File: src/rtl/cirq_pkg.sv
package cirq_pkg;
  localparam int CMD_BIT  = 0;
  localparam int DATA_BIT = 1;
  localparam int CARD_BIT = 8;
  localparam int N_EVT    = 2;

  typedef enum logic [1:0] {
    SRC_NONE = 2'd0,
    SRC_CMD  = 2'd1,
    SRC_DATA = 2'd2,
    SRC_CARD = 2'd3
  } src_e;

  function automatic int evt_pos(input int idx);
    return (idx == 0) ? CMD_BIT : DATA_BIT;
  endfunction
endpackage

File: src/rtl/cirq_sync.sv
module cirq_sync #(
  parameter int   STAGES  = 2,
  parameter logic RST_VAL = 1'b1
) (
  input  logic clk,
  input  logic rst,
  input  logic d,
  output logic q
);
  logic [STAGES-1:0] chain;

  for (genvar s = 0; s < STAGES; s++) begin : g_stage
    if (s == 0) begin : g_first
      always_ff @(posedge clk) begin
        if (rst) chain[s] <= RST_VAL;
        else     chain[s] <= d;
      end
    end else begin : g_next
      always_ff @(posedge clk) begin
        if (rst) chain[s] <= RST_VAL;
        else     chain[s] <= chain[s-1];
      end
    end
  end

  assign q = chain[STAGES-1];
endmodule

File: src/rtl/cirq_card_sample.sv
module cirq_card_sample (
  input  logic clk,
  input  logic rst,
  input  logic line_n_sync,
  input  logic hold,
  output logic card_lvl
);
  always_ff @(posedge clk) begin
    if (rst)        card_lvl <= 1'b0;
    else if (!hold) card_lvl <= ~line_n_sync;
  end


  hold_chk: assert property (@(posedge clk) disable iff (rst)
    (!$past(rst) && $past(hold)) |-> $stable(card_lvl));
endmodule

File: src/rtl/cirq_regs.sv
module cirq_regs
  import cirq_pkg::*;
#(
  parameter int REG_W = 16
) (
  input  logic             clk,
  input  logic             rst,
  input  logic [N_EVT-1:0] evt_set,
  input  logic             card_lvl,
  input  logic             wr_en,
  input  logic             wr_sel,
  input  logic [REG_W-1:0] wr_data,
  output logic [REG_W-1:0] stat_o,
  output logic [REG_W-1:0] en_o
);
  localparam logic [REG_W-1:0] ONE       = REG_W'(1);
  localparam logic [REG_W-1:0] IMPL_MASK = (ONE << CMD_BIT) | (ONE << DATA_BIT) | (ONE << CARD_BIT);

  logic             w1c;
  logic [N_EVT-1:0] evt_q;
  logic [REG_W-1:0] en_q, en_nxt;

  assign w1c = wr_en && !wr_sel;

  for (genvar gi = 0; gi < N_EVT; gi++) begin : g_evt
    localparam int POS = evt_pos(gi);
    always_ff @(posedge clk) begin
      if (rst) evt_q[gi] <= 1'b0;
      else     evt_q[gi] <= evt_set[gi] | (evt_q[gi] & ~(w1c & wr_data[POS]));
    end

    evt_set_chk: assert property (@(posedge clk) disable iff (rst)
      (!$past(rst) && $past(evt_set[gi])) |-> stat_o[POS]);
  end

  always_comb begin
    en_nxt = en_q;
    if (wr_en && wr_sel) en_nxt = wr_data & IMPL_MASK;
    if (card_lvl && en_q[CARD_BIT]) en_nxt[CARD_BIT] = 1'b0;
  end

  always_ff @(posedge clk) begin
    if (rst) en_q <= '0;
    else     en_q <= en_nxt;
  end

  always_comb begin
    stat_o = '0;
    for (int k = 0; k < N_EVT; k++) stat_o[evt_pos(k)] = evt_q[k];
    stat_o[CARD_BIT] = card_lvl;
  end

  assign en_o = en_q;


  impl_mask_chk: assert property (@(posedge clk) disable iff (rst)
    ((en_q & ~IMPL_MASK) == '0));
endmodule

File: src/rtl/cirq_irq.sv
module cirq_irq
  import cirq_pkg::*;
#(
  parameter int REG_W = 16
) (
  input  logic             clk,
  input  logic             rst,
  input  logic [REG_W-1:0] stat,
  input  logic [REG_W-1:0] en,
  output logic             irq_o,
  output src_e             src_o
);
  logic [REG_W-1:0] pend;
  src_e             src_nxt;

  assign pend = stat & en;

  always_comb begin
    if      (pend[CMD_BIT])  src_nxt = SRC_CMD;
    else if (pend[DATA_BIT]) src_nxt = SRC_DATA;
    else if (pend[CARD_BIT]) src_nxt = SRC_CARD;
    else                     src_nxt = SRC_NONE;
  end

  always_ff @(posedge clk) begin
    if (rst) begin
      irq_o <= 1'b0;
      src_o <= SRC_NONE;
    end else begin
      irq_o <= |pend;
      src_o <= src_nxt;
    end
  end


  irq_follow_chk: assert property (@(posedge clk) disable iff (rst)
    !$past(rst) |-> (irq_o == (|($past(stat) & $past(en)))));

  src_valid_chk: assert property (@(posedge clk) disable iff (rst)
    irq_o |-> (src_o != SRC_NONE));
endmodule

File: src/rtl/sdio_cirq_gate.sv
module sdio_cirq_gate
  import cirq_pkg::*;
#(
  parameter int REG_W       = 16,
  parameter int SYNC_STAGES = 2
) (
  input  logic             clk,
  input  logic             rst,
  input  logic             dat1_n,
  input  logic             xfer_busy,
  input  logic             cmd_done,
  input  logic             data_done,
  input  logic             wr_en,
  input  logic             wr_sel,
  input  logic [REG_W-1:0] wr_data,
  output logic [REG_W-1:0] status_o,
  output logic [REG_W-1:0] enable_o,
  output logic             irq_o,
  output logic [1:0]       irq_src
);
  logic             dat1_s;
  logic             card_lvl;
  logic [N_EVT-1:0] evt_set;
  src_e             src_q;

  assign evt_set = {data_done, cmd_done};

  cirq_sync #(.STAGES(SYNC_STAGES), .RST_VAL(1'b1)) u_sync (
    .clk(clk), .rst(rst), .d(dat1_n), .q(dat1_s)
  );

  cirq_card_sample u_card (
    .clk(clk), .rst(rst), .line_n_sync(dat1_s), .hold(xfer_busy), .card_lvl(card_lvl)
  );

  cirq_regs #(.REG_W(REG_W)) u_regs (
    .clk(clk), .rst(rst), .evt_set(evt_set), .card_lvl(card_lvl),
    .wr_en(wr_en), .wr_sel(wr_sel), .wr_data(wr_data),
    .stat_o(status_o), .en_o(enable_o)
  );

  cirq_irq #(.REG_W(REG_W)) u_irq (
    .clk(clk), .rst(rst), .stat(status_o), .en(enable_o),
    .irq_o(irq_o), .src_o(src_q)
  );

  assign irq_src = src_q;


  auto_mask_chk: assert property (@(posedge clk) disable iff (rst)
    (!$past(rst) && $past(status_o[CARD_BIT] && enable_o[CARD_BIT])) |-> !enable_o[CARD_BIT]);

  card_pulse_chk: assert property (@(posedge clk) disable iff (rst)
    (!$past(rst) && $past(status_o[CARD_BIT] && enable_o[CARD_BIT])) |-> irq_o);
endmodule

File: config.mk
export PLATFORM = sky130hd
export DESIGN_NAME = sdio_cirq_gate
export DESIGN_NICKNAME = d
export VERILOG_FILES = /design/src/rtl/cirq_pkg.sv /design/src/rtl/cirq_sync.sv /design/src/rtl/cirq_card_sample.sv /design/src/rtl/cirq_regs.sv /design/src/rtl/cirq_irq.sv /design/src/rtl/sdio_cirq_gate.sv
export SDC_FILE = /design/constraint.sdc
export NUM_CORES = 1
export LEC_CHECK = 0
export BUFFER_PORTS_ARGS = -buffer_cell sky130_fd_sc_hd__clkbuf_2
export CAP_MARGIN = 10
export CORE_MARGIN = 5
export CORE_UTILIZATION = 37
export CTS_CLUSTER_DIAMETER = 40
export DETAILED_ROUTE_END_ITERATION = 8
export GPL_TIMING_DRIVEN = 0
export PLACE_DENSITY = 0.92
export SLEW_MARGIN = 20
export SYNTH_ARGS = -nofsm -noshare
export SYNTH_HDL_FRONTEND = slang
export SYNTH_SLANG_ARGS = --single-unit
File: constraint.sdc
create_clock -name clk -period 2.25 [get_ports clk]
set_clock_uncertainty 0.1 [all_clocks]
set_input_delay 0.225 -clock clk [delete_from_list [all_inputs] [get_ports clk]]
set_output_delay 0.225 -clock clk [all_outputs]
set_load 0.05 [all_outputs]
==> impl_metrics.py <==
metrics = {
    "drt": {
        "dr.pass1.iters": 2,
        "ant_nets": 0,
        "drcViolationCount": 0,
        "vias": 494,
        "drt-initial-drc-count": 2,
        "vias_per_cell": 3.74,
        "wire_per_inst_microns": 8.97,
        "wirelength_microns": 1180,
    },
    "clock_tree": {
        "clk_path_buf_depth": 2,
        "cts_root_buf": "clkbuf_4",
        "cts_tree": "built",
        "holdBufCountCts": 0,
        "htree_levels": 1,
        "post_cts_buffers": 0,
        "cts-buffers-inserted": 3,
        "clkLatencyLatePin_ns": 0.27,
        "cts_sinks": 11,
        "cts_resized": 0,
        "path_clk_slew_ns": 0.07,
    },
    "global_routing": {
        "grt_usage": 0.102,
        "grt_remaining_overflow": 0,
        "antenna_found_initial": 0,
        "grt_max_degree": 11,
        "grt_pass1_wl_microns": 1940,
        "grt_pass1_vias": 439,
    },
    "floorplan": {
        "num_rows": 14,
        "die_w_microns": 50.0,
        "dieArea_sq_mm": 0.00250,
        "fp.coreArea_sq_mm": 0.00151,
        "boundaryPins": 59,
        "die_h_microns": 50.0,
        "start_util": 0.393,
    },
    "finish": {
        "n_antenna_cell": 0,
        "drive_gt1_frac": 0.483,
        "final_nets": 141,
        "synthToLayoutAreaGrowth_pct": 39.7,
        "layoutNonFillerInstCount": 132,
    },
    "sta": {
        "timing_hold_violations_final": 0,
        "setup_viol": 0,
        "hold_ws_ns": 0.0295,
        "fmax_mhz": 710,
        "fin_crit_sh": 0.626,
        "maxSlewViolCount": 0,
        "rsz0062_at_grt": "false",
        "timing.setup.tns_ns": 0,
        "worst_slack_ns": 0.842,
        "fin_crit_ns": 1.41,
    },
    "synth": {
        "ys_seq_area_frac": 0.372,
        "synth_area_per_cell_sq_um": 8.70,
        "synth_cells": 68,
        "yosys_warnings": 0,
        "ys_ff_latch": 11,
        "ys_types": 15,
        "syn_area_sq_um": 592,
    },
    "min_path": {
        "worstHoldPathCells": 2,
        "hold_start": "dat1_n",
        "hold_end": "u_sync.chain[0]$_SDFF_PP1_",
        "hp-class": "in -> reg",
    },
    "worst_setup_path": {
        "reg2reg_to": "u_irq.irq_o$_SDFF_PP0_",
        "rrSetupSlack_ns": 1.31,
        "arrival_ns": 1.08,
        "worstReg2RegStart": "u_card.card_lvl$_SDFFE_PP0N_",
        "crit_path_end_kind": "output port",
        "r2r_cells": 2,
        "path_max_fanout": 5,
        "crit_type": "reg -> out",
        "worstPathRequired_ns": 1.92,
        "cp-start-kind": "register",
    },
    "power": {
        "p_leak_uw": 0.000463,
        "power.total_uw": 536,
        "p_per_area_mw_per_mm2": 648,
        "ir_worst_vdd_mv": 0.333,
    },
    "flow_run": {
        "drv_cap": 0,
    },
    "placement": {
        "pre_cts_ws_ns": 1.13,
        "placed_cells": 128,
        "hpwl_microns": 997,
        "routabilityCongestion": 0.722,
        "io_buffers": 19,
    },
    "status": {
        "outcome": "finished, final reports clean",
    },
}
where the power goes:
| part | total, uW | switching [uW] | internal [uW] |
|---|---|---|---|
| registers | 210 | 6.94 | 203 |
| clock network | 137 | 68.5 | 68.8 |
| logic | 189 | 140 | 49.3 |
| total | 536 | 215 | 321 |
registers in the layout (all words and copies together), names as in the netlist:
signal and count:
u_card.card_lvl 1, u_irq.irq_o 1, u_irq.src_o 2, u_regs.en_o 3
u_regs.stat_o 2, u_sync.chain 1, u_sync.q 1
placed cells by master, fill, tap and decap left out:
| cell type | Yosys | final |
|---|---|---|
| nand3b_1 | 2 | 2 |
| clkbuf_4 | 0 | 3 |
| nand2_2 | 2 | 2 |
| conb_1 | 1 | 26 |
| clkbuf_2 | 0 | 19 |
| nand3_2 | 1 | 1 |
| buf_4 | 27 | 27 |
| or2_2 | 2 | 2 |
| a211oi_1 | 1 | 1 |
| clkbuf_1 | 0 | 1 |
| buf_2 | 1 | 1 |
| a21oi_1 | 7 | 7 |
| nand3_1 | 3 | 3 |
| nand2_1 | 4 | 4 |
| dfxtp_1 | 11 | 11 |
| nor2_1 | 4 | 4 |
| a22oi_1 | 1 | 1 |
| a221oi_2 | 1 | 1 |
kinds of logic (layout without fill, tap and decap cells):
| kind of cell | count (synthesis) | count (layout) | synth area share |
|---|---|---|---|
| simple gates | 18 | 18 | 0.161 |
| flops | 11 | 11 | 0.372 |
| compound gates | 10 | 10 | 0.110 |
| other cells | 1 | 26 | 0.00634 |
| buf+inv | 28 | 51 | 0.351 |
through the flow:
step	util	area (sq um)
after floorplan	-	686
after global placement	0.532	801
after detailed placement	0.532	801
after CTS	0.549	827
after global routing	0.549	827
final	0.549	827
area by class of cell:
cell class	instances	area [sq um]
fillers	156	679
multi-input cells	54	258
flip-flops and latches	11	220
plain buffers	28	208
repair buffers	19	95.1
clock buffers	4	26.3
well taps	16	20.0
Yosys cell counts:
cell / instances / share of area
buf_2: 1 / 0.0084
a21oi_1: 7 / 0.059
nand3_1: 3 / 0.025
nor2_1: 4 / 0.025
nand2_1: 4 / 0.025
a22oi_1: 1 / 0.013
a221oi_2: 1 / 0.025
a211oi_1: 1 / 0.013
buf_4: 27 / 0.34
nand2_2: 2 / 0.021
dfxtp_1: 11 / 0.37
conb_1: 1 / 0.0063
nand3_2: 1 / 0.017
nand3b_1: 2 / 0.025
or2_2: 2 / 0.021
critical path: stages, from the launching register on:
cell and delay, ns:
dfxtp_1 0.42, buf_4 0.14, clkbuf_2 0.26
layer usage:
metal,track usage,vias up,part of all wire
li1,-,266,-
met1,0.113,197,0.36
met2,0.153,29,0.51
met3,0.0663,2,0.13
met4,0.0393,0,0.0068
met5,0,-,0
worst max-delay path by stage:
stage	startpoint	to	cells after the start
CTS	u_card.card_lvl$_SDFFE_PP0N_	status_o[8]	2
global route	u_card.card_lvl$_SDFFE_PP0N_	status_o[8]	2
floorplan	u_regs.en_o[8]$_SDFFE_PP0P_	u_irq.src_o[1]$_SDFF_PP0_	2
finish	u_card.card_lvl$_SDFFE_PP0N_	status_o[8]	2
global placement	u_card.card_lvl$_SDFFE_PP0N_	status_o[8]	2
detailed placement	u_card.card_lvl$_SDFFE_PP0N_	status_o[8]	2
No activity file was read; power rests on OpenSTA's default activity.
